<file path="config.mk">
export PLATFORM = sky130hd
export DESIGN_NAME = virtqIrqNotify
export DESIGN_NICKNAME = d
export VERILOG_FILES = /design/src/rtl/virtqIrqPkg.sv /design/src/rtl/virtqIrqCtrl.sv /design/src/rtl/virtqIrqDatapath.sv /design/src/rtl/virtqIrqNotify.sv
export SDC_FILE = /design/constraint.sdc
export NUM_CORES = 1
export LEC_CHECK = 0
export BUFFER_PORTS_ARGS = -buffer_cell sky130_fd_sc_hd__buf_4
export CAP_MARGIN = 20
export CORE_MARGIN = 2
export CORE_UTILIZATION = 40
export CTS_CLUSTER_DIAMETER = 100
export CTS_CLUSTER_SIZE = 25
export DETAILED_ROUTE_END_ITERATION = 10
export PLACE_DENSITY = 0.81
export SLEW_MARGIN = 20
export SYNTH_ARGS = -nofsm -noshare
export SYNTH_HDL_FRONTEND = slang
export SYNTH_SLANG_ARGS = --single-unit
</file>
<file path="constraint.sdc">
create_clock -name clk -period 1.87 [get_ports clk]
set_input_delay 0 -clock clk [delete_from_list [all_inputs] [get_ports clk]]
set_output_delay 0 -clock clk [all_outputs]
set_load 0.01 [all_outputs]
</file>
<file path="src/rtl/virtqIrqPkg.sv">
package virtqIrqPkg;

  localparam int STAT_W     = 2;
  localparam int STAT_QUEUE = 0;
  localparam int STAT_CFG   = 1;

  // Strobes from the decode/control half to the datapath half
  typedef struct packed {
    logic devRst;     // device reset, dominates all
    logic isrRead;    // read of the status register this cycle
    logic notifyHit;  // notify write with an in-range index
    logic setQ;       // set queue-completion status bit
    logic setCfg;     // set config-change status bit
    logic bumpGen;    // advance generation counter
    logic raiseLine;  // assert level line
    logic dropLine;   // deassert level line
    logic pendCfg;    // queue a config-change message
    logic pendQ;      // queue per-queue messages
  } irqStrobe_t;

endpackage

</file>
<file path="src/rtl/virtqIrqCtrl.sv">
module virtqIrqCtrl
  import virtqIrqPkg::*;
#(
  parameter int NUM_QUEUES = 4,
  parameter int ADDR_W     = 8,
  parameter int DATA_W     = 32,
  parameter int NOTIFY_OFS = 56,
  parameter int ISR_OFS    = 60
) (
  input  logic                  regWrEn,
  input  logic                  regRdEn,
  input  logic [ADDR_W-1:0]     regAddr,
  input  logic [DATA_W-1:0]     regWrData,
  input  logic                  msgMode,
  input  logic                  driverOk,
  input  logic                  devReset,
  input  logic [NUM_QUEUES-1:0] qIrqReq,
  input  logic                  cfgChange,
  output irqStrobe_t            strb
);

  logic atNotify, atIsr, idxOk, anyQ, cfgLive;

  always_comb begin
    atNotify = (regAddr == ADDR_W'(NOTIFY_OFS));
    atIsr    = (regAddr == ADDR_W'(ISR_OFS));
    idxOk    = (regWrData < DATA_W'(NUM_QUEUES));
    anyQ     = |qIrqReq;
    cfgLive  = cfgChange && driverOk;

    strb.devRst    = devReset;
    strb.isrRead   = regRdEn && atIsr;
    strb.notifyHit = regWrEn && atNotify && idxOk;
    strb.setQ      = anyQ;
    strb.setCfg    = cfgLive;
    strb.bumpGen   = cfgChange;
    strb.raiseLine = !msgMode && (anyQ || cfgLive);
    strb.dropLine  = !msgMode && regRdEn && atIsr;
    strb.pendCfg   = msgMode && cfgLive;
    strb.pendQ     = msgMode;
  end

endmodule

</file>
<file path="src/rtl/virtqIrqDatapath.sv">
module virtqIrqDatapath
  import virtqIrqPkg::*;
#(
  parameter int NUM_QUEUES = 4,
  parameter int VEC_W      = 16,
  parameter int GEN_W      = 8,
  parameter int DATA_W     = 32,
  parameter int QIDX_W     = 2
) (
  input  logic                        clk,
  input  logic                        rst_n,
  input  irqStrobe_t                  strb,
  input  logic [QIDX_W-1:0]           notifyIdx,
  input  logic [NUM_QUEUES-1:0]       qIrqReq,
  input  logic [VEC_W-1:0]            cfgVector,
  input  logic [NUM_QUEUES*VEC_W-1:0] queueVectors,
  input  logic                        msgReady,
  output logic                        msgValid,
  output logic [VEC_W-1:0]            msgVector,
  output logic                        irqLine,
  output logic [NUM_QUEUES-1:0]       doorbell,
  output logic [GEN_W-1:0]            cfgGen,
  output logic [DATA_W-1:0]           rdData
);

  // Source 0 is the config change, source q+1 is queue q
  localparam int SRC    = NUM_QUEUES + 1;
  localparam int SRC_W  = $clog2(SRC);
  localparam int SRC_P2 = 1 << SRC_W;

  logic [STAT_W-1:0] status, statNext;
  logic              lineNext;

  // ---------------- status and level line ----------------
  always_comb begin
    statNext = strb.isrRead ? '0 : status;
    statNext[STAT_QUEUE] = statNext[STAT_QUEUE] | strb.setQ;
    statNext[STAT_CFG]   = statNext[STAT_CFG] | strb.setCfg;
    lineNext = (irqLine && !strb.dropLine) || strb.raiseLine;
  end

  always_ff @(posedge clk) begin
    if (!rst_n || strb.devRst) begin
      status  <= '0;
      irqLine <= 1'b0;
      cfgGen  <= '0;
    end else begin
      status  <= statNext;
      irqLine <= lineNext;
      if (strb.bumpGen) cfgGen <= cfgGen + GEN_W'(1);
    end
  end

  always_comb begin
    rdData = '0;
    if (strb.isrRead) rdData[STAT_W-1:0] = status;
  end

  // ---------------- doorbell pulses ----------------
  always_ff @(posedge clk) begin
    if (!rst_n) doorbell <= '0;
    else if (strb.notifyHit) doorbell <= NUM_QUEUES'(1) << notifyIdx;
    else doorbell <= '0;
  end

  // ---------------- message requests ----------------
  logic [VEC_W-1:0] srcVec [SRC_P2];
  assign srcVec[0] = cfgVector;
  for (genvar q = 0; q < NUM_QUEUES; q++) begin : g_qvec
    assign srcVec[q+1] = queueVectors[q*VEC_W +: VEC_W];
  end
  for (genvar e = SRC; e < SRC_P2; e++) begin : g_pad
    assign srcVec[e] = '0;
  end

  logic [SRC-1:0]   pend, pendSet, grantMask;
  logic [SRC_W-1:0] pickIdx;
  logic             pickAny, grantNow, busy;
  logic [VEC_W-1:0] vecHeld;

  always_comb begin
    pendSet = {qIrqReq & {NUM_QUEUES{strb.pendQ}}, strb.pendCfg};
    pickAny = |pend;
    pickIdx = '0;
    for (int s = SRC - 1; s >= 0; s--) begin
      if (pend[s]) pickIdx = SRC_W'(s);
    end
    grantNow  = !busy && pickAny;
    grantMask = grantNow ? (SRC'(1) << pickIdx) : '0;
  end

  always_ff @(posedge clk) begin
    if (!rst_n || strb.devRst) begin
      pend    <= '0;
      busy    <= 1'b0;
      vecHeld <= '0;
    end else begin
      pend <= (pend & ~grantMask) | pendSet;
      if (busy && msgReady) begin
        busy <= 1'b0;
      end else if (grantNow) begin
        busy    <= 1'b1;
        vecHeld <= srcVec[pickIdx];
      end
    end
  end

  assign msgValid  = busy;
  assign msgVector = vecHeld;

endmodule

</file>
<file path="src/rtl/virtqIrqNotify.sv">
module virtqIrqNotify
  import virtqIrqPkg::*;
#(
  parameter int NUM_QUEUES = 4,
  parameter int VEC_W      = 16,
  parameter int GEN_W      = 8,
  parameter int ADDR_W     = 8,
  parameter int DATA_W     = 32,
  parameter int NOTIFY_OFS = 56,
  parameter int ISR_OFS    = 60
) (
  input  logic                        clk,
  input  logic                        rst_n,
  input  logic                        regWrEn,
  input  logic                        regRdEn,
  input  logic [ADDR_W-1:0]           regAddr,
  input  logic [DATA_W-1:0]           regWrData,
  output logic [DATA_W-1:0]           regRdData,
  input  logic                        msgMode,
  input  logic                        driverOk,
  input  logic                        devReset,
  input  logic [NUM_QUEUES-1:0]       qIrqReq,
  input  logic                        cfgChange,
  input  logic [VEC_W-1:0]            cfgVector,
  input  logic [NUM_QUEUES*VEC_W-1:0] queueVectors,
  input  logic                        msgReady,
  output logic                        msgValid,
  output logic [VEC_W-1:0]            msgVector,
  output logic                        irqLine,
  output logic [NUM_QUEUES-1:0]       doorbell,
  output logic [GEN_W-1:0]            cfgGen
);

  localparam int QIDX_W = (NUM_QUEUES > 1) ? $clog2(NUM_QUEUES) : 1;

  irqStrobe_t strb;

  virtqIrqCtrl #(
    .NUM_QUEUES(NUM_QUEUES), .ADDR_W(ADDR_W), .DATA_W(DATA_W),
    .NOTIFY_OFS(NOTIFY_OFS), .ISR_OFS(ISR_OFS)
  ) u_ctrl (
    .regWrEn(regWrEn), .regRdEn(regRdEn), .regAddr(regAddr),
    .regWrData(regWrData), .msgMode(msgMode), .driverOk(driverOk),
    .devReset(devReset), .qIrqReq(qIrqReq), .cfgChange(cfgChange),
    .strb(strb)
  );

  virtqIrqDatapath #(
    .NUM_QUEUES(NUM_QUEUES), .VEC_W(VEC_W), .GEN_W(GEN_W),
    .DATA_W(DATA_W), .QIDX_W(QIDX_W)
  ) u_dp (
    .clk(clk), .rst_n(rst_n), .strb(strb),
    .notifyIdx(regWrData[QIDX_W-1:0]), .qIrqReq(qIrqReq),
    .cfgVector(cfgVector), .queueVectors(queueVectors),
    .msgReady(msgReady), .msgValid(msgValid), .msgVector(msgVector),
    .irqLine(irqLine), .doorbell(doorbell), .cfgGen(cfgGen),
    .rdData(regRdData)
  );

endmodule

</file>
* Yosys cells after proc, flatten, opt, wreduce, memory -nomap -nowiden *
Index checks and enable logic that the tools add are counted.

cells by class
  muxes and demuxes = 11
  order comparisons = 2
  equal/unequal tests = 2
  $add $sub $neg = 1
  bitwise logic cells = 8
  divide/modulo/power cells = 0
  shift operators = 2
  reductions and logical operators = 23
  $mul = 0

operator list
  operator                                                                        number
  16-bit binary-select mux with 3-bit select                                      1
  32-bit by 3-bit less-than comparator with 1-bit output (second input constant)  1
  16-bit 2-to-1 mux                                                               2
  8-bit by 6-bit equality test with 1-bit output (second input constant)          2
  3-bit 2-to-1 mux                                                                5
  1-bit logical AND                                                               11
  8-bit by 1-bit adder with 8-bit output (second input constant)                  1
  5-bit AND                                                                       1
  5-bit 2-to-1 mux                                                                1
  5-bit NOT                                                                       1
  5-bit bitwise OR                                                                1
  5-bit OR reduction                                                              1
  1-bit by 3-bit left shift with 5-bit output (first input constant)              1
  4-bit AND                                                                       1
  4-bit greater-or-equal comparator (second input constant)                       1
  1-bit zero test                                                                 4
  2-bit 2-to-1 mux                                                                2
  3-bit NOT with 4-bit output                                                     1
  2-bit AND reduction                                                             2
  4-bit OR reduction                                                              1
  1-bit by 2-bit left shift with 4-bit output (first input constant)              1
  1-bit logical OR                                                                3
  1-bit bitwise OR                                                                2
  2-bit OR reduction                                                              1
  1-bit NOT                                                                       1

storage, ports and cells
  bits in latches = 0
  output and inout bits = 62
  flip-flop bits (word level) = 37
  memory bits (read-only) = 0
  logic and storage cells = 56
  memories kept = 0
  bits in writable memories = 0

* Longest topological paths before layout *
  depth after elaboration = 10
  mapped depth = 7
  gate-level depth less buffers = 4

* Hierarchy *
From an unflattened synthesis, not the netlist that was laid out.

unflattened totals
  cells, all modules = 298
  area total of the unflattened synthesis = 2487.4 sq um

by module, submodules not included
  module            area each (sq um)  cells each  instances  seq. area each (sq um)
  virtqIrqDatapath  2316.0             271         1          740.7
  virtqIrqCtrl      171.4              27          1          0.0

* Worst setup path after synthesis *
Ideal clock, no wire load.

  path type = reg2reg
  start point = register u_dp.pend[2]
  end point = register u_dp.vecHeld[3] (netlist: u_dp.msgVector[3])
  setup slack = 0.266 ns
  stages on the path, launching flop included = 7
  path buffers = 3
  data arrival time = 1.459 ns
  data required time = 1.725 ns
  setup time = 0.145 ns
  cell sequence = dfxtp_1 -> buf_2 -> or3b_2 -> clkbuf_1 -> buf_2 -> o221ai_1 -> a211oi_2

between the ends
  cells in the longest elaborated chain, start to end = 7
  elaborated cells between the ends (all ways) = 10
  those cells by class = 6 x mux; 1 x bitwise; 3 x reduce/logical

ends and longest elaborated chain
  item                                                  line                     source
  start: declaration                                    virtqIrqDatapath.sv:76   logic [SRC-1:0] pend, pendSet, grantMask;
  start signal: assignment                              virtqIrqDatapath.sv:98   pend <= (pend & ~grantMask) | pendSet;
  3-bit 2-to-1 mux (3 in a row)                         virtqIrqDatapath.sv:86   if (pend[s]) pickIdx = SRC_W'(s);
  3-bit NOT with 4-bit output (implied by the code)     virtqIrqDatapath.sv:103  vecHeld <= srcVec[pickIdx];
  16-bit binary-select mux with 3-bit select            virtqIrqDatapath.sv:103
  16-bit 2-to-1 mux (implied by the code) (2 in a row)  virtqIrqDatapath.sv:103
  end signal: assignment                                virtqIrqDatapath.sv:103
  end: declaration                                      virtqIrqDatapath.sv:79   logic [VEC_W-1:0] vecHeld;

Several ways; a longest one is shown, not always the timed one. The select of a mux whose other input is x is not followed.
A chain may end at the register's enable or synchronous reset.

* Worst setup path in the final report *
  start point = register u_dp.pend[0]
  end point = register u_dp.vecHeld[4] (netlist: u_dp.msgVector[4])

between the ends
  cells in the longest elaborated chain, start to end = 5
  elaborated cells between the ends (all ways) = 8
  those cells by class = 4 x mux; 1 x bitwise; 3 x reduce/logical

ends and longest elaborated chain
  item                                                  line
  3-bit 2-to-1 mux                                      virtqIrqDatapath.sv:86
  3-bit NOT with 4-bit output (implied by the code)     virtqIrqDatapath.sv:103
  16-bit binary-select mux with 3-bit select            virtqIrqDatapath.sv:103
  16-bit 2-to-1 mux (implied by the code) (2 in a row)  virtqIrqDatapath.sv:103

Several ways; a longest one is shown, not always the timed one. The select of a mux whose other input is x is not followed.

==> flow_summary.json <==
{
  "clock_latency_ns": 0.28,
  "synth-async-reset-ratio": 0,
  "cts_tree": "done",
  "finalPower_mw": 1.98,
  "fin_crit_sh": 0.938,
  "crit_path_end_kind": "flip-flop",
  "fmax_mhz": 570,
  "drv_slew": 0,
  "cts_setup_buffers": 0,
  "holdPathEnd": "u_dp.irqLine",
  "diodes": 0,
  "grtUsageMet3": 0.0674,
  "whs_path_depth": 3,
  "grt_remaining_overflow": 0,
  "power_leakage_nw": 1.75,
  "use_met1": 0.253,
  "reg2reg_to": "u_dp.msgVector[4]",
  "reg2reg_from": "u_dp.pend[0]",
  "reg2regPathDepth": 4,
  "busiest_layer": "met2",
  "grt_pass1_vias": 2572,
  "vias": 2859,
  "grt_util_all_layers": 0.237,
  "final_cell_mix": "173 x buf_4, 37 x dfxtp_1, 30 x conb_1",
  "ant_nets": 0,
  "clockRootBuffer": "clkbuf_8",
  "gr-usage-met2": 0.448,
  "final_layout_size_suffix_gt1_frac": 0.420,
  "placement.io_buffers": 164,
  "final_common_cell": "buf_4",
  "seq_area_frac_synth": 0.300,
  "first_pass_iters": 4,
  "via_per_inst": 5.21,
  "numCtsBuffers": 5,
  "yosys_most_used_dff": "dfxtp_1",
  "ys_ff_latch": 37,
  "path_class": "flip-flop to flip-flop",
  "reg2reg_slack_ns": 0.12,
  "cp.arrival_ns": 1.96,
  "maxCapViolations": 0,
  "grt_antenna_before_repair": 0,
  "die_y_um": 82.6,
  "rsz0062_at_grt": "false",
  "power_density_nw_per_um2": 517,
  "die_w_um": 82.6,
  "start_util": 0.415,
  "cp.required_ns": 2.07,
  "synth_edf_count": 0,
  "numClockSinks": 37,
  "dr.first_iter.drc_count": 121,
  "clk_pin_slew_ns": 0.07,
  "hp-class": "input port to flip-flop",
  "period_minus_slack_ns": 1.75,
  "hold_viol": 0,
  "tightest_slew_ns": 0.614,
  "num-nets-final": 608,
  "synth_area_per_cell_um2": 7.95,
  "setup_viol": 0,
  "status": "complete, no violations",
  "syn2layout_area_growth_pct": 54.8,
  "ios": 195,
  "crit_path_start_kind": "flip-flop",
  "clock_path_buffers": 2,
  "vdd_drop_max_mv": 0.442,
  "syn_area_um2": 2470,
  "core-area_um2": 5960,
  "row_count": 28,
  "min-delay-start": "msgMode",
  "grt_pass1_wl_um": 12200,
  "dieArea_um2": 6820,
  "clock_skew_ns": 0.00278,
  "wl_per_cell_um": 16.1,
  "synth_warnings": 0,
  "synthCells": 311,
  "post_layout_nonfiller_instances": 549,
  "gp_congestion": 0.903,
  "path_max_fanout": 13,
  "relSlewSlack": 0.591,
  "dp_hpwl_um": 6920,
  "ys_types": 41,
  "grt_max_degree": 34,
  "drt-total-wl_um": 8850,
  "drc_errors": 0,
  "placed_cells": 534,
  "setup_tns_ns": 0,
  "h-tree-depth": 2
}
==> metal layers <==
layer  wire [µm]  part of all wire
met1        3270              0.37
met2        4630              0.52
met3         782             0.088
met4         170             0.019
met5           0                 0
==> report_power, final <==
group	leakage (nW)	total, mW	switching [mW]	internal (mW)
logic	1.41	0.585	0.264	0.321
clock network	0.0443	0.557	0.264	0.292
registers	0.301	0.836	0.0215	0.814
total	1.75	1.98	0.550	1.43
==> cell type report <==
| class | instances | area [µm²] |
|---|---|---|
| well taps | 75 | 93.8 |
| inverters | 19 | 71.3 |
| fillers | 545 | 2130 |
| repair buffers | 182 | 1400 |
| flip-flops and latches | 37 | 741 |
| clock buffers | 7 | 86.3 |
| multi-input cells | 229 | 1430 |
==> what timing repair did <==
item | in CTS | in global routing
endpoints found under the hold margin | 9 | 0
resized for setup | 0 | 3
hold buffers | 8 | 0
endpoints found under the setup margin | 0 | 13
==> sequential cells by signal, summed over array words and instances, names as in the netlist <==
| signal | cells |
|---|---|
| u_dp.cfgGen | 8 |
| u_dp.doorbell | 4 |
| u_dp.irqLine | 1 |
| u_dp.msgValid | 1 |
| u_dp.msgVector | 16 |
| u_dp.pend | 5 |
| u_dp.status | 2 |
==> metrics by stage <==
stage	utilization	hold slack (ns)	setup slack [ns]	area [µm²]
finish	0.642	0.00871	0.116	3820
global route	0.642	0.00838	0.0174	3820
CTS	0.640	0.00342	0.0481	3810
detailed placement	0.612	0.187	0.0691	3650
global placement	0.612	0.180	0.171	3650
floorplan	-	0.0768	0.266	2580
==> synth_stat cells, drive strengths merged (3+ instances only) <==
| cell type | number | area [µm²] |
|---|---|---|
| buf | 41 | 299 |
| dfxtp | 37 | 741 |
| nor2 | 27 | 109 |
| a21oi | 26 | 138 |
| inv | 19 | 71.3 |
| nand2b | 16 | 100 |
| o22ai | 15 | 93.8 |
| o31a | 15 | 131 |
| clkbuf | 14 | 52.6 |
| a211oi | 13 | 148 |
| nand2 | 13 | 48.8 |
| o221ai | 13 | 114 |
| nor4 | 10 | 62.6 |
| nor3 | 7 | 35.0 |
| nand4 | 5 | 31.3 |
| o21ai | 5 | 25.0 |
| or4 | 5 | 41.3 |
| a22oi | 4 | 30.0 |
| nor2b | 4 | 25.0 |
| xor2 | 4 | 35.0 |
| or3 | 3 | 18.8 |
==> cell families after synthesis <==
group                    after synthesis  synth area share
XOR/XNOR                               5            0.0177
AND/OR/NAND/NOR                       96             0.210
adder cells (fa/ha/maj)                1           0.00506
AO/OA/AOI/OAI                         96             0.291
buffers and inverters                 74             0.171
multiplexers                           1           0.00405
other                                  1           0.00152
flip-flops                            37             0.300
==> worst max-delay path by stage <==
stage | from | endpoint | slack [ns]
5_1_grt | u_dp.pend[2] | u_dp.msgVector[6] | 0.02
4_1_cts | u_dp.pend[0] | u_dp.msgVector[4] | 0.05
6_report | u_dp.pend[0] | u_dp.msgVector[4] | 0.12
3_5_place_dp | u_dp.pend[0] | u_dp.msgVector[4] | 0.07
2_1_floorplan | u_dp.pend[2] | u_dp.msgVector[3] | 0.27
3_3_place_gp | u_dp.pend[3] | u_dp.msgVector[11] | 0.17
==> critical path, cell delays in order (launching register included) <==
cell and delay [ns]:
dfxtp_1 0.37, or4_4 0.56, nor2_4 0.30, a21oi_1 0.20, a211oi_2 0.24
Note: power is estimated with default switching activity, not from simulation.
